$ cat src/rtl/spi_byte_master.sv
module spi_byte_master #(
  parameter int DIV_W = 8
) (
  input  logic             clk,
  input  logic             rst_n,
  input  logic             wr_en,
  input  logic [7:0]       wr_data,
  input  logic             rd_en,
  output logic [7:0]       rd_data,
  input  logic             cpol,
  input  logic             cpha,
  input  logic             lsb_first,
  input  logic [DIV_W-1:0] half_div,
  output logic             sck,
  output logic             mosi,
  input  logic             miso,
  output logic             busy,
  output logic             done_flag,
  output logic             wcol_flag
);
  localparam int EDGES = 16;
  localparam int EW = $clog2(EDGES);
  localparam logic [DIV_W-1:0] DIV_ONE = DIV_W'(1);
  localparam logic [EW-1:0] LAST_EDGE = EW'(EDGES - 1);

  logic             busy_q, sck_q, mosi_q, done_q, wcol_q;
  logic [DIV_W-1:0] div_cnt;
  logic [EW-1:0]    edge_cnt;
  logic [7:0]       tx_sr, rx_sr, rx_buf;

  wire [DIV_W-1:0] hp = (half_div == '0) ? DIV_ONE : half_div;
  wire start  = wr_en && !busy_q;
  wire tick   = busy_q && (div_cnt == hp - DIV_ONE);
  wire last   = tick && (edge_cnt == LAST_EDGE);
  wire smp    = tick && (edge_cnt[0] == cpha);
  wire launch = tick && !smp && !(!cpha && edge_cnt == LAST_EDGE);

  wire [7:0] rx_nx  = lsb_first ? {miso, rx_sr[7:1]} : {rx_sr[6:0], miso};
  wire [7:0] tx_nx  = lsb_first ? {1'b0, tx_sr[7:1]} : {tx_sr[6:0], 1'b0};
  wire       tx_bit = lsb_first ? tx_sr[0] : tx_sr[7];
  wire [7:0] wr_sh  = lsb_first ? {1'b0, wr_data[7:1]} : {wr_data[6:0], 1'b0};
  wire       wr_bit = lsb_first ? wr_data[0] : wr_data[7];

  always_ff @(posedge clk) begin
    if (!rst_n) begin
      busy_q   <= 1'b0;
      sck_q    <= 1'b0;
      mosi_q   <= 1'b0;
      div_cnt  <= '0;
      edge_cnt <= '0;
      tx_sr    <= '0;
      rx_sr    <= '0;
      rx_buf   <= '0;
    end else if (start) begin
      busy_q   <= 1'b1;
      sck_q    <= cpol;
      div_cnt  <= '0;
      edge_cnt <= '0;
      if (!cpha) begin
        mosi_q <= wr_bit;
        tx_sr  <= wr_sh;
      end else begin
        tx_sr  <= wr_data;
      end
    end else if (busy_q) begin
      if (tick) begin
        div_cnt  <= '0;
        sck_q    <= ~sck_q;
        edge_cnt <= edge_cnt + EW'(1);
      end else begin
        div_cnt  <= div_cnt + DIV_ONE;
      end
      if (smp) rx_sr <= rx_nx;
      if (launch) begin
        mosi_q <= tx_bit;
        tx_sr  <= tx_nx;
      end
      if (last) begin
        busy_q <= 1'b0;
        rx_buf <= smp ? rx_nx : rx_sr;
      end
    end
  end

  always_ff @(posedge clk) begin
    if (!rst_n) begin
      done_q <= 1'b0;
      wcol_q <= 1'b0;
    end else begin
      done_q <= last || (done_q && !rd_en);
      wcol_q <= (wr_en && busy_q) || (wcol_q && !rd_en);
    end
  end

  assign sck       = busy_q ? sck_q : cpol;
  assign mosi      = mosi_q;
  assign busy      = busy_q;
  assign rd_data   = rx_buf;
  assign done_flag = done_q;
  assign wcol_flag = wcol_q;
endmodule


$ cat config.mk
export PLATFORM = sky130hd
export DESIGN_NAME = spi_byte_master
export DESIGN_NICKNAME = d
export VERILOG_FILES = /design/src/rtl/spi_byte_master.sv
export SDC_FILE = /design/constraint.sdc
export NUM_CORES = 1
export LEC_CHECK = 0
export BUFFER_PORTS_ARGS = -buffer_cell sky130_fd_sc_hd__buf_2
export CORE_AREA = 2 2 95 97
export DETAILED_ROUTE_END_ITERATION = 8
export DIE_AREA = 0 0 97 99
export GPL_ROUTABILITY_DRIVEN = 0
export GPL_TIMING_DRIVEN = 0
export PLACE_DENSITY = 0.53
export SYNTH_ARGS = -nofsm -noshare
export SYNTH_HDL_FRONTEND = slang
export SYNTH_SLANG_ARGS = --single-unit
$ cat constraint.sdc
create_clock -name clk -period 3.8 [get_ports clk]
set_clock_uncertainty 0.2 [all_clocks]
set_input_delay 0.19 -clock clk [delete_from_list [all_inputs] [get_ports clk]]
set_output_delay 0.19 -clock clk [all_outputs]
set_load 0.005 [all_outputs]
# Word level (Yosys, flattened, before mapping)
# Cells that the tools add are included.
# totals
register_bits,41
inputBits,24
out_inout_bits,13
elab_cells,71
# op_classes
add_sub_neg,3
n_eq_ne,4
mux,23
bitwise,3
n_reduce_logical,28
# ops
operator,count
8-bit two-way mux,10
1-bit two-way mux,13
1-bit logical AND,10
8-bit by 1-bit adder with 8-bit output (second input constant),1
8-bit == test,1
8-bit logical NOT,1
2-bit AND reduction,4
8-bit by 1-bit subtractor with 8-bit output (second input constant),1
3-bit AND reduction,2
2-bit nonzero test,3
1-bit logical NOT,5
4-bit by 1-bit adder with 4-bit output (second input constant),1
4-bit == test (second input constant),1
1-bit inverter,3
1-bit logical OR,2
2-bit != test (second input constant),1
2-bit OR reduction,1
1-bit == test,1

# Longest topological paths before layout
# Gate-level depths: netlist (run 1).
# depth
ltp_word,12
depth_mapped,11

# Worst setup path after synthesis (run 1)
# OpenSTA, ideal clock, no wires.
# synth_path
path_type,input -> register
start,in half_div[2]
end,reg edge_cnt[3]
setup_time_ns,0.070
arrival_ns,2.663
slack_ns,0.867
cell_stages,10
cell_sequence,nor4_4 -> a21oi_1 -> ha_1 -> xor2_1 -> or3b_2 -> mux2i_1 -> nand2_1 -> buf_2 -> or4_1 -> a21oi_1
# synth_via
elab_chain_cells,6
# synth_lines
item,line_no,rtl
from (decl),13,"input logic [DIV_W-1:0] half_div,"
8-bit logical NOT,31,wire [DIV_W-1:0] hp = (half_div == '0) ? DIV_ONE : half_div;
8-bit two-way mux (*),31,
8-bit by 1-bit subtractor with 8-bit output (*),33,wire tick = busy_q && (div_cnt == hp - DIV_ONE);
8-bit == test (*),33,
1-bit logical AND (*),33,
2-bit AND reduction (no line) (*),n/a,
to (signal assigned),69,edge_cnt <= edge_cnt + EW'(1);
to (decl),28,logic [EW-1:0] edge_cnt;
# Mark *: on every way between the ends. The rest lies on a longest branch, timed or not.
# A chain may end at the register's enable or synchronous reset.

# Final worst setup path (run 1)
# layout_path
start,in half_div[2]
end,reg rx_sr[5]
# layout_via
elab_chain_cells,7
# layout_lines
item,line_no,rtl
8-bit logical NOT,31,
8-bit two-way mux (*),31,
8-bit by 1-bit subtractor with 8-bit output (*),33,
8-bit == test (*),33,
1-bit logical AND (*),33,
1-bit logical AND (*),35,wire smp = tick && (edge_cnt[0] == cpha);
8-bit two-way mux (*),n/a,
to (signal assigned),73,if (smp) rx_sr <= rx_nx;
to (decl),29,"logic [7:0] tx_sr, rx_sr, rx_buf;"
# Marks and branches as above.

==> results_dict.tcl, run 1 <==
set metrics [dict create \
    status "finished clean" \
    setup_violations 0 \
    end_kind "register" \
    synth_xor_area_share_pct 5.20 \
    rsz0062_at_grt "false" \
    design.die.area_mm2 0.00960 \
    hp-class "in2reg" \
    ios 37 \
    hold_viol_final 0 \
    drive_above_1_share_pct 16.3 \
    muxShareOfSynthArea_pct 7.87 \
    synthDistinctLibCells 57 \
    p_leak_uw 0.00110 \
    cts_buffers 5 \
    required_ns 3.76 \
    criticalPathCategory "in2reg" \
    slew_viol_final 0 \
    tightestPinTransition_ns 0.703 \
    core.rowCount 34 \
    placed_area_mm2 0.00293 \
    mostFrequentLayoutCell "dfxtp_1" \
    grt_pass1_wl_um 12300 \
    grt_start_max_net_pins 14 \
    synth_compound_area_share_pct 26.4 \
    async_flop_share_pct 0 \
    min_period_over_period_pct 85.6 \
    clk_path_buf_depth 2 \
    drtIter0Drc 169 \
    crit_path_max_fanout 10 \
    cts_setup_buffers 0 \
    pre_cts_ws_ns 0.194 \
    min_period_ns 3.25 \
    overflow 0 \
    synth_simple_gate_area_share_pct 22.8 \
    powerDensity_mw_per_mm2 293 \
    syn_nets 351 \
    yosysWarnings 0 \
    final_cell_mix "41 x dfxtp_1, 40 x buf_2, 34 x nand2_1" \
    cts_root_buf "clkbuf_8" \
    fin_setup_tns_ns 0 \
    crit_path_start_kind "primary input" \
    peakVddDrop_uv 113 \
    antenna_cells 0 \
    synth-seq-area-share_pct 31.3 \
    drc 0 \
    drv_cap 0 \
    dieWidth_um 97 \
    cts.sinks 41 \
    clk_pin_slew_ns 0.08 \
    synth_area_per_cell_um2 8.10 \
    synthFlopType "dfxtp_1" \
    layout.nets 393 \
    ys_ff_latch 41 \
    avgViaCountPerCell 5.45 \
    postRouteAntennaNets 0 \
    syn-cell-area_mm2 0.00262 \
    chipHeight_um 99 \
    synth_top_family_by_area "compound AO/OA/AOI/OAI gates" \
    firstDrtPassIters 4 \
    area_delta_synth_final_pct 15.3 \
    fmax_ghz 0.307 \
    postSynthCellCount 324 \
    final_cell_area_mm2 0.00303 \
    holdBufCountCts 1 \
    initial_core_util_pct 30.7 \
    wirelength_um 7380 \
    wl_per_cell_um 15.5 \
    synth_edf_count 0 \
    hpwl_um 5530 \
    worstPathArrival_ns 3.21 \
    slew_headroom_pct 53.1 \
    fin_ws_ns 0.546 \
    grt_use_total_pct 15.5 \
    port_buffers 34 \
    antenna_found_initial 0 \
    grt_pass1_vias 2501 \
    vias 2591 \
    tritoncts "yes" \
    synth_fa_ha_area_share_pct 1.43 \
    insertion_delay_ns 0.30 \
    core-area_mm2 0.00855 \
    htree_levels 2 \
    post_cts_resized 0 \
]
cell type report:
class	instances	area, µm²
clock inverters	3	17.5
well taps	108	135
fillers	937	5530
inverters	6	22.5
clock buffers	5	68.8
flip-flops and latches	41	821
multi-input cells	252	1670
plain buffers	25	109
repair buffers	35	180
report_power, final:
part | switching (µW) | internal, µW
combinational | 90.2 | 57.8
clock | 166 | 127
sequential | 6.99 | 438
total | 263 | 622
flip-flops by register name (all words and copies together), names as in the netlist:
name       count
mosi           1
done_flag      1
rd_data        8
busy           1
edge_cnt       4
div_cnt        8
sck_q          1
tx_sr          8
wcol_flag      1
rx_sr          8
critical path, stage by stage:
cell	delay, ns
buf_2	0.15
nor4_4	0.39
a21oi_1	0.17
ha_1	0.34
xor2_1	0.17
or3b_2	0.45
mux2i_1	0.40
nand2_1	0.12
nor2_1	0.38
buf_2	0.33
a311oi_1	0.11
per-stage QoR:
step	hold WS [ns]	std cells	total power [µW]	util (%)
floorplan	0.139	324	549	-
global placement	0.252	466	599	34.3
detailed placement	0.260	466	600	34.3
CTS	0.000311	475	892	35.4
global route	0.0259	475	924	35.4
finish	0.00874	475	885	35.4
synth_stat cells, types with 2 or more instances:
cell type,instances,area [µm²]
or4_1,3,22.5
o41ai_1,3,26.3
mux2_2,3,33.8
ha_1,3,37.5
inv_1,6,22.5
nand2b_1,8,50.1
mux2i_1,15,150
and3_1,3,18.8
nor3_1,7,35.0
dfxtp_1,41,821
o21ai_0,27,135
nor2b_1,3,18.8
nand4_1,13,81.3
nand3_1,9,45.0
xor2_1,7,61.3
and2_1,2,12.5
o31ai_1,2,15.0
or3_1,3,18.8
o21a_1,2,15.0
clkbuf_1,14,52.6
nor4bb_1,2,20.0
xnor2_1,6,52.6
nand2_1,34,128
o211ai_1,4,30.0
a211o_1,3,26.3
a311oi_1,8,70.1
o311ai_0,3,26.3
nor2_1,12,45.0
a21oi_1,24,120
buf_1,4,15.0
nor3b_1,2,15.0
a22o_1,3,26.3
buf_2,6,30.0
a31oi_1,16,100
metal layers:
metal | GRT usage (%) | up-vias | share of wire [%]
li1 | - | 1308 | -
met1 | 21.3 | 1226 | 50
met2 | 25.4 | 51 | 46
met3 | 2.55 | 6 | 3.4
met4 | 3.79 | 0 | 0.99
met5 | 0 | - | 0
cells by family after synthesis:
group,count (synthesis)
AND/OR/NAND/NOR,110
AO/OA/AOI/OAI,106
flip-flops,41
buffers and inverters,31
multiplexers,19
XOR/XNOR,14
adder cells (fa/ha/maj),3
final timing paths:
kind / startpoint / end / slack, ns / cells past startpoint
setup reg to reg: div_cnt[6] / rx_sr[6] / 1.09 / 7
setup / recovery: half_div[2] / rx_sr[5] / 0.55 / 11
hold / removal: cpol / sck_q / 0.009 / 3
hold reg to reg: wcol_flag / wcol_flag / 0.27 / 2
No activity file was read; power rests on OpenSTA's default activity.
==> inputs of run 2 (changes only) <==
- BUFFER_PORTS_ARGS: -buffer_cell sky130_fd_sc_hd__buf_2 -> default
- DONT_BUFFER_PORTS: default -> 1
- PLACE_DENSITY: 0.53 -> 0.49
==> results_dict.tcl, run 2 (same netlist as run 1, synthesis figures left out) <==
set metrics [dict create \
    avgViaCountPerCell 5.65 \
    hp-class "in2reg" \
    p_sw_share_pct 25.8 \
    power.internal_uw 703 \
    status "finished clean" \
    vias 2509 \
    antenna_found_initial 0 \
    regArea_um2 821 \
    fin_setup_tns_ns 0 \
    hold_viol_final 0 \
    powerDensity_mw_per_mm2 325 \
    criticalPathCategory "in2reg" \
    wirelength_um 7460 \
    fin_util_pct 34.1 \
    tightestPinTransition_ns 0.692 \
    fmax_ghz 0.316 \
    cts_setup_buffers 0 \
    grt_use_total_pct 15.7 \
    chipHeight_um 99 \
    design.die.area_mm2 0.00960 \
    cts_buffers 5 \
    min_from "miso" \
    placedCellCount 432 \
    reg2reg_slack_ns 0.98 \
    core.rowCount 34 \
    firstDrtPassIters 4 \
    mostFrequentLayoutCell "dfxtp_1" \
    tritoncts "yes" \
    min_period_ns 3.17 \
    hold_depth 2 \
    clk_path_buf_depth 2 \
    required_ns 3.76 \
    rr_worst_depth 7 \
    n_fill_cell 914 \
    insertion_delay_ns 0.30 \
    final_cells 444 \
    area_delta_synth_final_pct 11.1 \
    slew_viol_final 0 \
    crit_path_start_kind "primary input" \
    peakVddDrop_uv 142 \
    initial_core_util_pct 30.7 \
    end_kind "register" \
    min_period_over_period_pct 83.3 \
    worstPathArrival_ns 3.13 \
    p_leak_uw 0.000981 \
    port_buffers 0 \
    pwr-share-clk_pct 39.5 \
    crit_path_max_fanout 10 \
    final_cell_mix "41 x dfxtp_1, 34 x nand2_1, 27 x o21ai_0" \
    ios 37 \
    rsz0062_at_grt "false" \
    wl_per_cell_um 16.8 \
    combPwrFrac_pct 13.5 \
    grt_start_max_net_pins 13 \
    layout.nets 362 \
    core-area_mm2 0.00855 \
    power_switching_uw 245 \
    pwr-share-seq_pct 47.0 \
    drtIter0Drc 130 \
    grt_pass1_vias 2428 \
    htree_levels 2 \
    min_to "rx_sr[0]" \
    drc 0 \
    setup_violations 0 \
    drive_above_1_share_pct 7.44 \
    slew_headroom_pct 53.9 \
    antenna_cells 0 \
    multi_input_area_mm2 0.00167 \
    clk_pin_slew_ns 0.08 \
    cts_root_buf "clkbuf_8" \
    overflow 0 \
    cts.sinks 41 \
    grt_pass1_wl_um 12400 \
    post_cts_resized 0 \
    drv_cap 0 \
    rr_startpoint "busy" \
    postRouteAntennaNets 0 \
    r2r-end "rx_sr[5]" \
    dieWidth_um 97 \
    hpwl_um 5480 \
]
## run 2: cell types whose count changed in the layout (fill, tap and decap cells not counted), sizes merged
cell         before  now
buf              45   11
bufinv            0    1
clkbuf           19   21
clkinv            2    0
clkinvlp          1    0
dlygate4sd3       1    4
## run 2: final cells by class
cell class	count	share of cell area [%]
multi-input cells	252	57.3
repair buffers	4	1.37
clock buffers	7	2.96
inverters	6	0.773
well taps	108	4.64
plain buffers	25	3.73
flip-flops and latches	41	28.2
clock inverters	1	1.03
## run 2: timing repair
item                                   in CTS  in global routing
endpoints found under the hold margin       4                  0
hold buffers                                4                  0
setup endpoints to repair                   0                  0
## run 2: worst max-delay path, cell delays in order
cell and delay [ns]:
nor4_4 0.37, a21oi_1 0.19, ha_1 0.34, xor2_1 0.17
or3b_2 0.45, mux2i_1 0.39, nand2_1 0.12, nor2_1 0.42
buf_2 0.35, a311oi_1 0.13
## run 2: stage by stage
step | power [µW] | hold WS (ns) | worst slack, ns | cell area [µm²]
2_1_floorplan | 549 | 0.139 | 0.867 | 2620
3_3_place_gp | 578 | 0.181 | 0.395 | 2760
3_5_place_dp | 579 | 0.186 | 0.330 | 2760
4_1_cts | 957 | 0.0133 | 0.622 | 2920
5_1_grt | 989 | 0.0298 | 0.391 | 2920
6_report | 947 | 0.0127 | 0.634 | 2920
## run 2: layer usage
layer	routed length (µm)	track usage (%)	vias up
met1	3580	22.0	1194
met2	3410	24.7	61
met5	0	0	-
met4	32	4.01	0
met3	440	3.48	5
li1	-	-	1249
## run 2: power groups by stage
| stage | clock network [µW] | logic (µW) | registers, µW |
|---|---|---|---|
| after global routing | 401 | 142 | 446 |
| after detailed placement | 0 | 124 | 455 |
| after floorplan | 0 | 96.5 | 453 |
| final | 374 | 128 | 445 |
| after global placement | 0 | 123 | 455 |
| after CTS | 384 | 128 | 445 |
## run 2: worst max path at each step
stage               depth (start not counted)     endpoint   startpoint  slack (ns)
floorplan                                  10  edge_cnt[3]  half_div[2]        0.87
global placement                           10     rx_sr[5]  half_div[1]        0.39
detailed placement                         10     rx_sr[5]  half_div[1]        0.33
CTS                                        10     rx_sr[5]  half_div[2]        0.62
global route                               10     rx_sr[5]  half_div[1]        0.39
finish                                     10     rx_sr[5]  half_div[2]        0.63
